--- config.mk ---
export PLATFORM = sky130hd
export DESIGN_NAME = tv_prio_vec
export DESIGN_NICKNAME = d
export VERILOG_FILES = /design/src/rtl/tv_pkg.sv /design/src/rtl/tv_fixed_pick.sv /design/src/rtl/tv_promote.sv /design/src/rtl/tv_vec_form.sv /design/src/rtl/tv_prio_vec.sv
export SDC_FILE = /design/constraint.sdc
export NUM_CORES = 1
export LEC_CHECK = 0
export ABC_CLOCK_PERIOD_IN_PS = 1800
export BUFFER_PORTS_ARGS = -buffer_cell sky130_fd_sc_hd__buf_4
export CORE_MARGIN = 2
export CORE_UTILIZATION = 44
export DETAILED_ROUTE_END_ITERATION = 7
export GPL_TIMING_DRIVEN = 0
export PLACE_DENSITY = 0.8
export SETUP_SLACK_MARGIN = 0.5
export SLEW_MARGIN = 30
export SYNTH_ARGS = -nofsm -noshare
export SYNTH_HDL_FRONTEND = slang
export SYNTH_HIERARCHICAL = 1
export SYNTH_SLANG_ARGS = --single-unit
--- constraint.sdc ---
create_clock -name clk -period 1.8 [get_ports clk]
set_input_delay 0.09 -clock clk [delete_from_list [all_inputs] [get_ports clk]]
set_output_delay 0.09 -clock clk [all_outputs]
set_load 0.02 [all_outputs]
--- src/rtl/tv_pkg.sv ---
package tv_pkg;
   localparam int TV_CODE_W = 4;
   typedef logic [TV_CODE_W-1:0] tv_code_t;
endpackage

--- src/rtl/tv_fixed_pick.sv ---
module tv_fixed_pick import tv_pkg::*; #(
   parameter int SRC_CNT = 11
) (
   input  logic [SRC_CNT-1:0] pend,
   output logic               hit,
   output tv_code_t           code
);
   // Scan from the lowest priority upward; the last match is the winner.
   always_comb begin
      hit  = |pend;
      code = '0;
      for (int i = SRC_CNT - 1; i >= 0; i--) begin
         if (pend[i]) code = tv_code_t'(i + 1);
      end
   end
endmodule

--- src/rtl/tv_promote.sv ---
module tv_promote import tv_pkg::*; #(
   parameter int SRC_CNT = 11,
   parameter bit ADJ_EN  = 1'b1
) (
   input  logic [SRC_CNT-1:0] pend,
   input  tv_code_t           adj,
   output logic               hit
);
   generate
      if (ADJ_EN) begin : g_adj
         always_comb begin
            hit = 1'b0;
            for (int i = 0; i < SRC_CNT; i++) begin
               if (pend[i] && (adj == tv_code_t'(i + 1))) hit = 1'b1;
            end
         end
      end else begin : g_noadj
         logic unused_in;
         assign unused_in = ^{pend, adj};
         assign hit       = 1'b0;
      end
   endgenerate
endmodule

--- src/rtl/tv_vec_form.sv ---
module tv_vec_form import tv_pkg::*; #(
   parameter int BASE_W = 4,
   localparam int VEC_W = BASE_W + TV_CODE_W
) (
   input  logic [BASE_W-1:0] base,
   input  tv_code_t          code,
   input  logic              promo,
   output logic [VEC_W-1:0]  vec,
   output logic [VEC_W:0]    addr
);
   tv_code_t low;
   assign low  = promo ? '0 : code;
   assign vec  = {base, low};
   assign addr = {base, low, 1'b0};
endmodule

--- src/rtl/tv_prio_vec.sv ---
module tv_prio_vec import tv_pkg::*; #(
   parameter int SRC_CNT = 11,
   parameter int BASE_W  = 4,
   parameter bit ADJ_EN  = 1'b1,
   localparam int VEC_W  = BASE_W + TV_CODE_W
) (
   input  logic               clk,
   input  logic               rst,
   input  logic [SRC_CNT-1:0] pend_i,
   input  logic [BASE_W-1:0]  base_i,
   input  logic [3:0]         adj_i,
   output logic               req_o,
   output logic [3:0]         sel_o,
   output logic [VEC_W-1:0]   vec_o,
   output logic [VEC_W:0]     addr_o
);
   generate
      if (SRC_CNT < 1 || SRC_CNT > (1 << TV_CODE_W) - 1) begin : g_bad_cnt
         $error("tv_prio_vec: SRC_CNT must leave code 0 free");
      end
      if (BASE_W < 1) begin : g_bad_base
         $error("tv_prio_vec: BASE_W must be at least 1");
      end
   endgenerate

   logic             f_hit, p_hit;
   tv_code_t         f_code, w_code;
   logic [VEC_W-1:0] n_vec;
   logic [VEC_W:0]   n_addr;

   tv_fixed_pick #(.SRC_CNT(SRC_CNT)) u_pick (
      .pend (pend_i),
      .hit  (f_hit),
      .code (f_code)
   );

   tv_promote #(.SRC_CNT(SRC_CNT), .ADJ_EN(ADJ_EN)) u_promo (
      .pend (pend_i),
      .adj  (adj_i),
      .hit  (p_hit)
   );

   assign w_code = p_hit ? adj_i : f_code;

   tv_vec_form #(.BASE_W(BASE_W)) u_form (
      .base  (base_i),
      .code  (w_code),
      .promo (p_hit),
      .vec   (n_vec),
      .addr  (n_addr)
   );

   always_ff @(posedge clk) begin
      if (rst) begin
         req_o  <= 1'b0;
         sel_o  <= '0;
         vec_o  <= '0;
         addr_o <= '0;
      end else begin
         req_o <= f_hit;
         if (f_hit) begin
            sel_o  <= w_code;
            vec_o  <= n_vec;
            addr_o <= n_addr;
         end
      end
   end
endmodule

Yosys cells after proc, flatten, opt, wreduce, memory -nomap -nowiden. Cells that the tools add are included.

Bits of input ports: 21. Output and inout bits: 22. Register bits after elaboration: 13.

Muxes and demuxes: 24. Equal/unequal tests: 11. Reduce and logical (&&, ||, !) cells: 12.

Operators by type and width (number): 4-bit 2-to-1 mux (13); 4-bit by 3-bit equality test with 1-bit output, second input constant (4); 4-bit equality test, second input constant (4); 1-bit logical AND (11); 1-bit 2-to-1 mux (11); 11-bit OR reduction (1); 4-bit by 2-bit equality test with 1-bit output, second input constant (2); 4-bit by 1-bit equality test with 1-bit output, second input constant (1).

Longest topological paths before layout.
Depth in word-level cells: 15. Gate-level depth with buffers: 9. Depth with buffers taken out: 8.

By module. The synthesis kept the hierarchy.

Modules (own cells, without submodules): tv_prio_vec (area each 829.5 sq um, cells each 74, times used 1); tv_vec_form (area each 126.4 sq um, cells each 18, times used 1); tv_fixed_pick (area each 122.6 sq um, cells each 21, times used 1); tv_promote (area each 115.1 sq um, cells each 16, times used 1).

Worst setup path before layout. OpenSTA, ideal clock, no wires.

Path kind: input to register. From: in adj_i[3]. To: reg vec_o[0]. Stages: 9. Slack: 0.084 ns. Data arrival time: 1.599 ns. Required time: 1.683 ns. Cell sequence: mux2_1 -> a21oi_1 -> nor3b_1 -> nand3b_1 -> mux2_2 -> nor2b_1 -> buf_4 -> mux2i_1 -> nor2_1.

Longest elaborated chain between the ends: 15. Elaborated cells on any way between the ends: 35.

RTL lines: from (decl) (line tv_prio_vec.sv:11) `input logic [3:0] adj_i,`; 4-bit by 1-bit equality test with 1-bit output (line tv_promote.sv:14) `if (pend[i] && (adj == tv_code_t'(i + 1))) hit = 1'b1;`; 1-bit logical AND (line tv_promote.sv:14); 1-bit 2-to-1 mux (10 in a row) (line tv_promote.sv:14); 1-bit 2-to-1 mux (*) (line tv_promote.sv:14); via p_hit (line tv_prio_vec.sv:26) `logic f_hit, p_hit;`; 4-bit 2-to-1 mux (*) (line tv_prio_vec.sv:43) `assign w_code = p_hit ? adj_i : f_code;`; via w_code[0] (line tv_prio_vec.sv:27) `tv_code_t f_code, w_code;`; 4-bit 2-to-1 mux (*) (line tv_vec_form.sv:12) `assign low = promo ? '0 : code;`; via n_addr[1] (line tv_prio_vec.sv:29) `logic [VEC_W:0] n_addr;`; to (signal assigned) (line tv_prio_vec.sv:63) `vec_o <= n_vec;`; to (decl) (line tv_prio_vec.sv:14) `output logic [VEC_W-1:0] vec_o,`.

Mark *: on every way through the listed nets, which the timed path passes. The rest lies on a longest branch. A chain may end at the register's enable or synchronous reset.

Worst setup path in the final report.
From: in adj_i[0]. To: reg vec_o[0].

Same word-level chain as after synthesis.

==> results.json <==
{
  "status": "finished clean",
  "synth_area_sq_um": 1190,
  "clk_path_buf_depth": 2,
  "drive_above_1_share": 0.492,
  "intPower_mw": 0.847,
  "yosysTopAreaCell": "dfxtp_1",
  "drt_iter0_drc": 25,
  "grt_pass1_vias": 1050,
  "drt-wirelength-per-cell_um": 15.6,
  "cts_buffers": 3,
  "layout_common_cells": "buf_4 (52), nor2_1 (24), dfxtp_1 (22), mux2i_1 (20), buf_6 (10)",
  "synth_fp_nets": 150,
  "cts_tree": "yes",
  "die_h_um": 56.1,
  "antenna_left": 0,
  "peakVddDrop_mv": 0.538,
  "crit_path_end_kind": "flop",
  "nFillCells": 185,
  "port_buffers": 38,
  "rows": 18,
  "antenna_found_initial": 0,
  "drc": 0,
  "dpl.cell_count": 197,
  "nets": 203,
  "static-leakage-power_nw": 0.925,
  "min_period_ns": 1.56,
  "startpoint_type": "primary input",
  "worst_r2r_path_depth": 2,
  "clk_latency_ns": 0.30,
  "pwr-share-comb": 0.315,
  "setup_violations": 0,
  "drv_slew": 0,
  "pwr-share-clk": 0.230,
  "ys_top_cells_by_area": "dfxtp_1 (37%), mux2i_1 (17%), buf_4 (8.2%), nor2_1 (7.5%), mux2_2 (3.8%)",
  "path_clk_slew_ns": 0.12,
  "synth-seq-cells": 22,
  "maxCapViolations": 0,
  "rsz0062_at_grt": "true",
  "fmax_mhz": 639,
  "hold_viol": 0,
  "grt_usage": 0.187,
  "worst-setup-path-type": "in -> reg",
  "drt-total-wl_mm": 3.30,
  "via_per_inst": 5.27,
  "ys_types": 28,
  "finClkSkew_ns": 0,
  "cp_max_fo": 6,
  "final_common_cell": "buf_4",
  "gr-total-overflow": 0,
  "design.core.area_sq_um": 2520,
  "vias": 1112,
  "ys_warn_count": 6,
  "syn_inst": 129,
  "post-dp-hpwl_mm": 2.09,
  "holdPathStages": 3,
  "finalWeightedCongestion": 0.851,
  "synth_top_area_frac": 0.369,
  "ys_seq_area_frac": 0.369,
  "grt_max_degree": 13,
  "io_pins": 43,
  "root_buffer": "clkbuf_4",
  "hold_class": "in -> reg",
  "utilization": 0.688,
  "grt_pass1_wl_mm": 4.71,
  "p_sw_frac": 0.284,
  "dr.pass1.iters": 5,
  "period_share": 0.869,
  "cts_sinks": 22,
  "start_util": 0.473,
  "switchingPower_mw": 0.335,
  "antenna_cells": 0,
  "die-area_sq_um": 3150,
  "power.density_nw_per_um2": 681,
  "required_ns": 2.00,
  "worst_ep_arrival_time_ns": 1.77,
  "synth.avg_cell_area_sq_um": 9.25,
  "htreeDepth": 1,
  "dieWidth_um": 56.1,
  "areaGrowthSynthToFinish_pct": 45.4,
  "p_seq_frac": 0.455,
  "stdcell_count": 211
}
worst max-delay path: stages:
cell and delay, ns:
buf_4 0.13, mux2i_1 0.22, o21ai_0 0.12, a31oi_1 0.19
nand3b_1 0.11, buf_6 0.15, mux2_4 0.32, nor2b_4 0.14
buf_6 0.10, mux2i_1 0.14, nor2_1 0.06
layout make-up:
class | count | area, sq um | share of cell area
plain buffers | 17 | 138 | 0.0793
clock buffers | 4 | 36.3 | 0.0209
inverters | 3 | 11.3 | 0.00649
multi-input cells | 87 | 682 | 0.393
flip-flops and latches | 22 | 440 | 0.254
well taps | 30 | 37.5 | 0.0216
repair buffers | 48 | 390 | 0.225
metrics by stage:
step	hold slack (ns)	TNS, ns	cell area [sq um]	total power [mW]	setup slack, ns
2_1_floorplan	0.319	0	1190	0.712	0.0841
3_3_place_gp	0.326	-1.06	1520	0.820	-0.195
3_5_place_dp	0.337	-1.23	1520	0.829	-0.236
4_1_cts	0.00977	0	1640	1.13	0.280
5_1_grt	0.00449	0	1740	1.23	0.159
6_report	0.0142	0	1740	1.18	0.236
sequential cells by signal (all words and copies together) (netlist names):
register and count:
vec_o 8, sel_o 4, addr_o 9, req_o 1
cell usage after synthesis:
cell type,number
nor2_1,24
buf_4,13
nor3b_1,2
o21ba_2,4
o21ai_0,2
a221o_1,1
nor4_1,3
buf_2,2
mux2i_1,20
o2bb2ai_1,1
nand2_1,1
nor3_1,3
mux2_1,1
nor2b_1,6
a21oi_1,1
nand2b_1,1
a221oi_2,1
o31ai_1,1
nand3b_1,3
buf_6,2
nand3_1,2
inv_1,2
inv_2,1
a31oi_1,1
conb_1,1
mux2_2,4
o21a_1,4
dfxtp_1,22
power by group through the flow:
stage	Sequential, mW	Clock (mW)	Combinational [mW]
final	0.538	0.272	0.372
after CTS	0.538	0.277	0.318
after detailed placement	0.548	0	0.281
after floorplan	0.585	0	0.127
after global placement	0.546	0	0.274
after global routing	0.542	0.295	0.392
what timing repair did:
action / CTS / global route
buffers inserted: 3 / 7
endpoints found under the hold margin: 0 / 0
resized for setup: 15 / 12
setup endpoints to repair: 12 / 12
hold buffers: 0 / 0
pin swaps: 4 / 2
cloned: 0 / 0
metal layers:
metal,global-route usage,routed length (um),up-vias
met5,0,0,-
met4,0.0714,87,0
met3,0.0465,209,8
met2,0.313,1650,45
met1,0.231,1350,522
li1,-,-,537
logic make-up (layout without fill, tap and decap cells):
logic type | Yosys count | count (layout) | share of synthesized area
other cells | 1 | 1 | 0.00314
buf+inv | 20 | 72 | 0.118
simple gates | 45 | 45 | 0.183
mux | 25 | 25 | 0.215
flops | 22 | 22 | 0.369
compound gates | 16 | 16 | 0.111
final timing paths:
kind                            startpoint       end  slack (ns)
worst max-delay path              adj_i[0]  vec_o[0]        0.24
worst max register to register    sel_o[1]  sel_o[1]        1.07
worst min-delay path             base_i[2]  vec_o[6]        0.01
worst min register to register    vec_o[6]  vec_o[6]        0.51
(Power assumes the default switching activity.)
